$ cat src/rtl/slew_pkg.sv
package slew_pkg;

  // Operating state of the limiter, derived each cycle from its registers.
  typedef enum logic [1:0] {
    SLW_BYPASS  = 2'd0,
    SLW_SETTLED = 2'd1,
    SLW_SLEWING = 2'd2
  } slew_mode_e;

  // Larger of two widths, used to size intermediate sums.
  function automatic int unsigned wmax(input int unsigned a, input int unsigned b);
    return (a > b) ? a : b;
  endfunction

endpackage

$ cat src/rtl/slew_budget_acc.sv
module slew_budget_acc #(
  parameter int unsigned BUD_W  = 9,
  parameter int unsigned FRAC_W = 4,
  parameter int unsigned INC_W  = 20
) (
  input  logic             clk,
  input  logic             rst_n,
  input  logic             clr,
  input  logic             take,
  input  logic [BUD_W-1:0] used,
  input  logic [INC_W-1:0] inc,
  output logic [BUD_W-1:0] budget,
  output logic             acc_full
);
  localparam int unsigned ACC_W = BUD_W + FRAC_W;
  localparam int unsigned SUM_W = slew_pkg::wmax(ACC_W, INC_W) + 1;

  logic [ACC_W-1:0] acc_q;

  // Remove the spent whole LSBs, add this tick's increment, saturate at full scale.
  function automatic logic [ACC_W-1:0] acc_update(
    input logic [ACC_W-1:0] acc,
    input logic             spend,
    input logic [BUD_W-1:0] amount,
    input logic [INC_W-1:0] step
  );
    logic [SUM_W-1:0] rem;
    logic [SUM_W-1:0] sum;
    rem = SUM_W'(acc) - (spend ? (SUM_W'(amount) << FRAC_W) : '0);
    sum = rem + SUM_W'(step);
    if (sum > SUM_W'({ACC_W{1'b1}})) return '1;
    return sum[ACC_W-1:0];
  endfunction

  always_ff @(posedge clk) begin
    if (!rst_n)   acc_q <= '0;
    else if (clr) acc_q <= '0;
    else          acc_q <= acc_update(acc_q, take, used, inc);
  end

  assign budget   = acc_q[ACC_W-1:FRAC_W];
  assign acc_full = &acc_q;


  acc_grow_chk: assert property (@(posedge clk) disable iff (!rst_n)
    (!clr && !take) |=> (acc_q >= $past(acc_q)));


  take_within_budget_chk: assert property (@(posedge clk) disable iff (!rst_n)
    take |-> (used <= budget));


  clear_empties_chk: assert property (@(posedge clk) disable iff (!rst_n)
    clr |=> (budget == '0));

endmodule

$ cat src/rtl/slew_step.sv
module slew_step #(
  parameter int unsigned ERR_W = 8,
  parameter int unsigned BUD_W = ERR_W + 1
) (
  input  logic signed [ERR_W-1:0] cur,
  input  logic signed [ERR_W-1:0] tgt,
  input  logic        [BUD_W-1:0] budget,
  output logic signed [ERR_W-1:0] nxt,
  output logic        [BUD_W-1:0] used,
  output logic                    fits
);
  localparam int unsigned DW = ERR_W + 1;
  localparam int unsigned WW = ERR_W + 2;

  logic signed [DW-1:0] delta;
  logic        [BUD_W-1:0] mag;

  // Absolute size of a signed difference.
  function automatic logic [BUD_W-1:0] err_mag(input logic signed [DW-1:0] d);
    return (d < 0) ? BUD_W'(-d) : BUD_W'(d);
  endfunction

  // Clamp a wide signed value into the signed error range.
  function automatic logic signed [ERR_W-1:0] sat_err(input logic signed [WW-1:0] w);
    logic signed [WW-1:0] hi;
    logic signed [WW-1:0] lo;
    hi = WW'({1'b0, {(ERR_W-1){1'b1}}});
    lo = -hi - 1;
    if (w > hi) return {1'b0, {(ERR_W-1){1'b1}}};
    if (w < lo) return {1'b1, {(ERR_W-1){1'b0}}};
    return w[ERR_W-1:0];
  endfunction

  // Move the current value by amt toward the target direction.
  function automatic logic signed [ERR_W-1:0] move_toward(
    input logic signed [ERR_W-1:0] c,
    input logic                    down,
    input logic        [BUD_W-1:0] amt
  );
    logic signed [WW-1:0] w;
    logic signed [WW-1:0] a;
    a = $signed({1'b0, amt});
    w = down ? (WW'(c) - a) : (WW'(c) + a);
    return sat_err(w);
  endfunction

  always_comb begin
    delta = DW'(tgt) - DW'(cur);
    mag   = err_mag(delta);
    fits  = (mag <= budget);
    used  = fits ? mag : budget;
    nxt   = fits ? tgt : move_toward(cur, delta < 0, budget);
  end

endmodule

$ cat src/rtl/phase_slew_limiter.sv
module phase_slew_limiter #(
  parameter int unsigned ERR_W   = 24,
  parameter int unsigned LIM_W   = 16,
  parameter int unsigned FRAC_W  = 32,
  parameter int unsigned SCALE_W = 16,
  parameter logic [SCALE_W-1:0] STEP_SCALE = 16'd4295
) (
  input  logic                    clk,
  input  logic                    rst_n,
  input  logic signed [ERR_W-1:0] err_in,
  input  logic                    err_vld,
  input  logic        [LIM_W-1:0] slew_limit,
  input  logic                    switch_active,
  output logic signed [ERR_W-1:0] err_out,
  output logic                    err_out_vld,
  output logic                    clamping
);
  import slew_pkg::*;

  localparam int unsigned BUD_W = ERR_W + 1;
  localparam int unsigned INC_W = LIM_W + SCALE_W;

  logic signed [ERR_W-1:0] out_q;
  logic signed [ERR_W-1:0] tgt_q;
  logic                    settled_q;
  logic                    vld_q;
  logic                    clamp_q;

  logic                    engaged;
  logic        [INC_W-1:0] inc;
  logic        [BUD_W-1:0] budget;
  logic        [BUD_W-1:0] used;
  logic signed [ERR_W-1:0] nxt;
  logic                    fits;
  logic                    acc_clr;
  logic                    acc_take;
  logic                    acc_full;
  slew_mode_e              mode;

  // Per-tick budget increment in fixed point with FRAC_W fraction bits.
  function automatic logic [INC_W-1:0] tick_step(input logic [LIM_W-1:0] lim);
    return INC_W'(lim) * INC_W'(STEP_SCALE);
  endfunction

  assign engaged  = switch_active && (slew_limit != '0);
  assign inc      = tick_step(slew_limit);
  assign acc_clr  = !engaged || (err_vld ? fits : settled_q);
  assign acc_take = engaged && err_vld && !fits;
  assign mode     = !engaged ? SLW_BYPASS : (settled_q ? SLW_SETTLED : SLW_SLEWING);

  slew_budget_acc #(
    .BUD_W (BUD_W),
    .FRAC_W(FRAC_W),
    .INC_W (INC_W)
  ) u_budget (
    .clk     (clk),
    .rst_n   (rst_n),
    .clr     (acc_clr),
    .take    (acc_take),
    .used    (used),
    .inc     (inc),
    .budget  (budget),
    .acc_full(acc_full)
  );

  slew_step #(
    .ERR_W(ERR_W),
    .BUD_W(BUD_W)
  ) u_step (
    .cur   (out_q),
    .tgt   (err_in),
    .budget(budget),
    .nxt   (nxt),
    .used  (used),
    .fits  (fits)
  );

  always_ff @(posedge clk) begin
    if (!rst_n) begin
      out_q     <= '0;
      tgt_q     <= '0;
      settled_q <= 1'b1;
      vld_q     <= 1'b0;
      clamp_q   <= 1'b0;
    end else begin
      vld_q <= err_vld;
      if (err_vld) tgt_q <= err_in;
      if (!engaged) begin
        clamp_q <= 1'b0;
        if (err_vld) begin
          out_q     <= err_in;
          settled_q <= 1'b1;
        end
      end else if (err_vld) begin
        out_q     <= nxt;
        settled_q <= fits;
        clamp_q   <= !fits;
      end
    end
  end

  assign err_out     = out_q;
  assign err_out_vld = vld_q;
  assign clamping    = clamp_q;


  bypass_pass_chk: assert property (@(posedge clk) disable iff (!rst_n)
    (!engaged && err_vld) |=> ((err_out == $past(err_in)) && !clamping));


  hold_chk: assert property (@(posedge clk) disable iff (!rst_n)
    !err_vld |=> $stable(err_out));


  vld_delay_chk: assert property (@(posedge clk) disable iff (!rst_n)
    1'b1 |=> (err_out_vld == $past(err_vld)));


  step_size_chk: assert property (@(posedge clk) disable iff (!rst_n)
    (engaged && err_vld) |=>
      (((int'(err_out) >= int'($past(err_out))) ?
        (int'(err_out) - int'($past(err_out))) :
        (int'($past(err_out)) - int'(err_out))) <= int'($past(budget))));


  no_overshoot_chk: assert property (@(posedge clk) disable iff (!rst_n)
    (engaged && err_vld && (err_in >= err_out)) |=> (err_out <= $past(err_in)));


  clamp_gap_chk: assert property (@(posedge clk) disable iff (!rst_n)
    clamping |-> (err_out != tgt_q));


  settled_budget_chk: assert property (@(posedge clk) disable iff (!rst_n)
    (mode == SLW_SETTLED && !err_vld) |=> (budget == '0));


  full_only_slewing_chk: assert property (@(posedge clk) disable iff (!rst_n)
    acc_full |-> (mode != SLW_BYPASS) || !$past(engaged));

endmodule

$ cat config.mk
export PLATFORM = sky130hd
export DESIGN_NAME = phase_slew_limiter
export DESIGN_NICKNAME = d
export VERILOG_FILES = /design/src/rtl/slew_pkg.sv /design/src/rtl/slew_budget_acc.sv /design/src/rtl/slew_step.sv /design/src/rtl/phase_slew_limiter.sv
export SDC_FILE = /design/constraint.sdc
export NUM_CORES = 1
export LEC_CHECK = 0
export BUFFER_PORTS_ARGS = -buffer_cell sky130_fd_sc_hd__buf_2
export CORE_ASPECT_RATIO = 0.8
export CORE_UTILIZATION = 45
export CTS_CLUSTER_SIZE = 14
export DETAILED_ROUTE_END_ITERATION = 7
export GPL_ROUTABILITY_DRIVEN = 0
export PLACE_DENSITY = 0.61
export REMOVE_ABC_BUFFERS = 1
export SYNTH_ARGS = -nofsm -noshare
export SYNTH_HDL_FRONTEND = slang
export SYNTH_HIERARCHICAL = 1
export SYNTH_SLANG_ARGS = --single-unit
$ cat constraint.sdc
create_clock -name clk -period 9.75 [get_ports clk]
set_input_delay 0.975 -clock clk [delete_from_list [all_inputs] [get_ports clk]]
set_output_delay 0.975 -clock clk [all_outputs]
set_load 0.01 [all_outputs]
# [Yosys cells after proc, flatten, opt, wreduce, memory -nomap -nowiden]
# Index checks and enable logic that the tools add are counted.
[word_totals] reg_bits=84 latchBits=0 ram_bits=0 mem_bits_ro=0 output_inout_bits=26 word_cells=51 memories=0
[classes] addsub=6 multipliers=1 n_div=0 n_lt_le_gt_ge=5 n_eq_ne=0 n_shift=0 n_mux=23 bitwise_logic=1 reduce_logical=10
[op_table] cell="2-to-1 mux 24 bit" n=8
[op_table] cell="2-to-1 mux 57 bit" n=3
[op_table] cell="adder 58 x 29 -> 58 bit" n=1
[op_table] cell="> comparator 58 x 57 -> 1 bit (second input constant)" n=1
[op_table] cell="subtractor 57 x 58 -> 58 bit" n=1
[op_table] cell="2-to-1 mux 25 bit" n=2
[op_table] cell="multiplier 16 x 13 -> 29 bit (second input constant)" n=1
[op_table] cell="adder 24 x 26 -> 26 bit" n=1
[op_table] cell="> comparator 26 x 24 -> 1 bit (second input constant)" n=1
[op_table] cell="less-than comparator 26 x 24 -> 1 bit (second input constant)" n=1
[op_table] cell="2-to-1 mux 26 bit" n=1
[op_table] cell="subtractor 24 x 26 -> 26 bit" n=1
[op_table] cell="less-or-equal comparator 25 bit" n=1
[op_table] cell="less-than comparator 25 x 1 -> 1 bit (second input constant)" n=1
[op_table] cell="negator 25 bit" n=1
[op_table] cell="subtractor 24 x 24 -> 25 bit" n=1
[op_table] cell="nonzero test 16 bit" n=1
[op_table] cell="2-to-1 mux 1 bit" n=9
[op_table] cell="logical AND 1 bit" n=3
[op_table] cell="logical NOT 1 bit" n=2
[op_table] cell="AND reduction 2 bit" n=1
[op_table] cell="nonzero test 2 bit" n=1
[op_table] cell="OR reduction 2 bit" n=1
[op_table] cell="logical OR 1 bit" n=1
[op_table] cell="NOT 1 bit" n=1

# [Depth between registers and ports, before layout]
[logic_depth] ltp_word=14 ltp_mapped=41 depth_no_buf=35

# [Hierarchy]
# Netlist, hierarchy kept.
[by_module_without_submodules] mod="slew_budget_acc" n_inst=1 cells_per_inst=887 area_per_inst_um2=6553.8
[by_module_without_submodules] mod="slew_step" n_inst=1 cells_per_inst=792 area_per_inst_um2=5231.3
[by_module_without_submodules] mod="phase_slew_limiter" n_inst=1 cells_per_inst=535 area_per_inst_um2=4775.8

# [Worst setup path after synthesis]
# OpenSTA, ideal clock, no wires.
[synth_path] path_kind="in2reg" start="input port err_in[0]" end="register u_budget.acc_q[54]" setup_time_ns=0.132 arrival_ns=8.558 required_ns=9.618 setup_slack_ns=1.060 stages=39 n_path_buf=5 path_cell_list="inv_1 ha_1 inv_1 fa_1 a211oi_1 o211ai_1 a31o_2 a21oi_2 xnor2_1 a2111o_1 or3_1 buf_6 o41ai_1 xnor2_1 ha_1 a21oi_1 o21ai_0 nor2_1 [... 3 more ...] inv_1 clkbuf_1 nor3b_1 clkbuf_1 clkbuf_1 nand2_1 ha_1 ha_1 a21o_1 a31o_2 a21oi_1 a211o_1 o221ai_1 a21oi_1 o21ai_1 a221oi_1 xnor2_1 a21oi_1"
[synth_between] elab_chain_len=14
[synth_rtl] element="start: declaration" line="phase_slew_limiter.sv:10" text="input logic signed [ERR_W-1:0] err_in,"
[synth_rtl] element="subtractor 24 x 24 -> 25 bit *" line="slew_step.sv:48" text="delta = DW'(tgt) - DW'(cur);"
[synth_rtl] element="negator 25 bit / less-than comparator 25 x 1 -> 1 bit (equally long branches)" line="slew_step.sv:20" text="return (d < 0) ? BUD_W'(-d) : BUD_W'(d);"
[synth_rtl] element="2-to-1 mux 25 bit *" line="slew_step.sv:20"
[synth_rtl] element="less-or-equal comparator 25 bit *" line="slew_step.sv:50" text="fits = (mag <= budget);"
[synth_rtl] element="via fits" line="phase_slew_limiter.sv:34" text="logic fits;"
[synth_rtl] element="logical NOT 1 bit *" line="phase_slew_limiter.sv:48" text="assign acc_take = engaged && err_vld && !fits;"
[synth_rtl] element="logical AND 1 bit *" line="phase_slew_limiter.sv:48"
[synth_rtl] element="via acc_take" line="phase_slew_limiter.sv:36" text="logic acc_take;"
[synth_rtl] element="2-to-1 mux 57 bit *" line="slew_budget_acc.sv:29" text="rem = SUM_W'(acc) - (spend ? (SUM_W'(amount) << FRAC_W) : '0);"
[synth_rtl] element="subtractor 57 x 58 -> 58 bit *" line="slew_budget_acc.sv:29"
[synth_rtl] element="adder 58 x 29 -> 58 bit *" line="slew_budget_acc.sv:30" text="sum = rem + SUM_W'(step);"
[synth_rtl] element="> comparator 58 x 57 -> 1 bit" line="slew_budget_acc.sv:31" text="if (sum > SUM_W'({ACC_W{1'b1}})) return '1;"
[synth_rtl] element="2-to-1 mux 1 bit" line="slew_budget_acc.sv:31"
[synth_rtl] element="2-to-1 mux 1 bit" line="slew_budget_acc.sv:37" text="else if (clr) acc_q <= '0;"
[synth_rtl] element="2-to-1 mux 1 bit" line="slew_budget_acc.sv:36" text="if (!rst_n) acc_q <= '0;"
[synth_rtl] element="2-to-1 mux 57 bit *" line="slew_budget_acc.sv:32" text="return sum[ACC_W-1:0];"
[synth_rtl] element="end signal: assignment" line="slew_budget_acc.sv:38" text="else acc_q <= acc_update(acc_q, take, used, inc);"
[synth_rtl] element="end: declaration" line="slew_budget_acc.sv:18" text="logic [ACC_W-1:0] acc_q;"
# Mark *: on every way through the listed nets, which the timed path passes. The rest lies on a longest branch. The select of a mux whose other input is x is not followed.
# A chain may end at the register's enable or synchronous reset.

# [Final worst setup path]
[layout_path] start="input port err_in[0]" end="register u_budget.acc_q[55]"
# The elaborated chain is that of the path after synthesis.

==> reports/results.ini <==
[status]
status=finished clean

[critical_path]
r2r-start=err_out[0]
cpPeakStageDelay_ns=0.49
cp-startpoint=err_in[0]
crit_slowest_cell=a2111oi_0
cp_max_fo=36
start_kind=input port
cp-end-kind=flop
cp_data_required_time_ns=9.97
worst_path_most_repeated_cell=ha_1
crit_arrival_ns=9.39
path_class=in2reg

[die]
core_um2=35900
fp.dieArea_um2=37300
chipWidth_um=216
rows=62
fp.dieH_um=173
ios=70
initial_core_util_pct=45.8

[routing]
vias=15300
ant_nets=0
routedWlPerCell_um=16.6
drt_wl_total_um=44300
drtPass1Iterations=6
drt_iter0_markers=1411
drc_errors=0
viasPerCell=5.72

[global_routing]
grt_antenna_before_repair=0
first_global_vias=14200
grt_overflow_total=0
grt_util_all_layers_pct=24.2
grt_max_degree=55
grt_pass1_wl_um=73700

[sta]
maxSlewHeadroom_pct=32.8
fmax_ghz=0.109
final_hold_viol_count=0
period_share_pct=94.1
final_max_slew_viol_count=0
grt_setup_unrepaired=no
tns_ns=0
setup_viol=0
clock_skew_ns=0.00769
worst_slew_pin_slew_ns=1.01
fin_crit_ns=9.17

[run]
maxCapViolations=0

[synth]
synth.avg_cell_area_um2=7.49
synth_cells=2194
synth_area_um2=16400
yosysWarnings=6

[clocking]
cts_tree=yes
htree_levels=3
cts_buffer_depth=2
numCtsBuffers=9
clk_latency_ns=0.38
cts-hold-fix-buffers=0
cts_sinks=84
root_buffer=clkbuf_16
clk_pin_slew_ns=0.07

[cells_and_area]
diodes=0
syn2layout_area_growth_pct=5.36
seqCellArea_um2=1680
fin_nets=2565
nFillCells=3632
multi_input_area_um2=13100
instances_no_fill=2670
drive_gt1_share_pct=8.40

[min_path]
hold_start=clamping
hold_path.class=reg2reg

[placement]
dp_hpwl_um=36200
port_buffers=69
dp_cells=2651

per-stage QoR:
| stage | setup WS [ns] | util [%] | area [um^2] | hold slack [ns] |
|---|---|---|---|---|
| final | 0.579 | 48.2 | 17300 | 0.476 |
| after global routing | 0.0321 | 48.2 | 17300 | 0.522 |
| after CTS | 0.575 | 48.1 | 17300 | 0.478 |
| after detailed placement | 0.229 | 47.3 | 17000 | 0.463 |
| after global placement | 0.510 | 47.3 | 17000 | 0.459 |
| after floorplan | -2.16 | - | 15900 | 0.468 |
per-layer routing:
metal	vias up	global-route usage, %	part of all wire [%]
li1	7647	-	-
met1	7122	38.6	53
met5	-	0	0
met4	0	3.78	0.91
met3	27	4.71	7.8
met2	479	32.9	38
worst max-delay path: cells and delay by family:
| kind | cells | cell delay (ns) |
|---|---|---|
| xor+xnor | 2 | 0.24 |
| buf+inv | 6 | 1.13 |
| compound gates | 18 | 4.47 |
| simple gates | 5 | 0.98 |
| fa+ha+maj | 5 | 1.57 |
layout by cell type (no fill, tap or decap), drive strengths merged, types with 19 or more instances in the layout:
cell type	count
a211oi	22
a21o	52
a21oi	245
a31oi	20
buf	88
dfxtp	84
fa	46
ha	290
inv	318
mux2i	26
nand2	182
nand3	41
nand4	38
nor2	128
nor3	27
o211a	30
o211ai	21
o21ai	94
or3	19
xnor2	98
xor2	52
registers in the layout, summed over array words and instances (netlist names):
| name | cells |
|---|---|
| u_budget/acc_q | 57 |
| err_out | 24 |
| clamping | 1 |
| err_out_vld | 1 |
| settled_q | 1 |
timing repair:
item	4_1_cts	5_1_grt
resized for setup	0	3
endpoints found under the setup margin	0	57
setup buffers	0	3
layout make-up:
type	count	share of cell area [%]
Tap cell	480	3.47
Timing Repair Buffer	88	2.84
Multi-Input combinational cell	1685	75.4
Inverter	317	6.87
Sequential cell	84	9.71
Clock buffer	11	1.40
Clock inverter	5	0.347
path summary, 6_finish.rpt:
kind	slack, ns	end	cells after the start
max	0.58	u_budget/acc_q[55]	36
min reg2reg	0.48	clamping	1
min	0.48	clamping	1
max reg2reg	0.93	u_budget/acc_q[55]	34
Power is left out: the tool's default activity adds up to more than one toggle a clock period on the data nets, which glitch-free logic cannot reach.
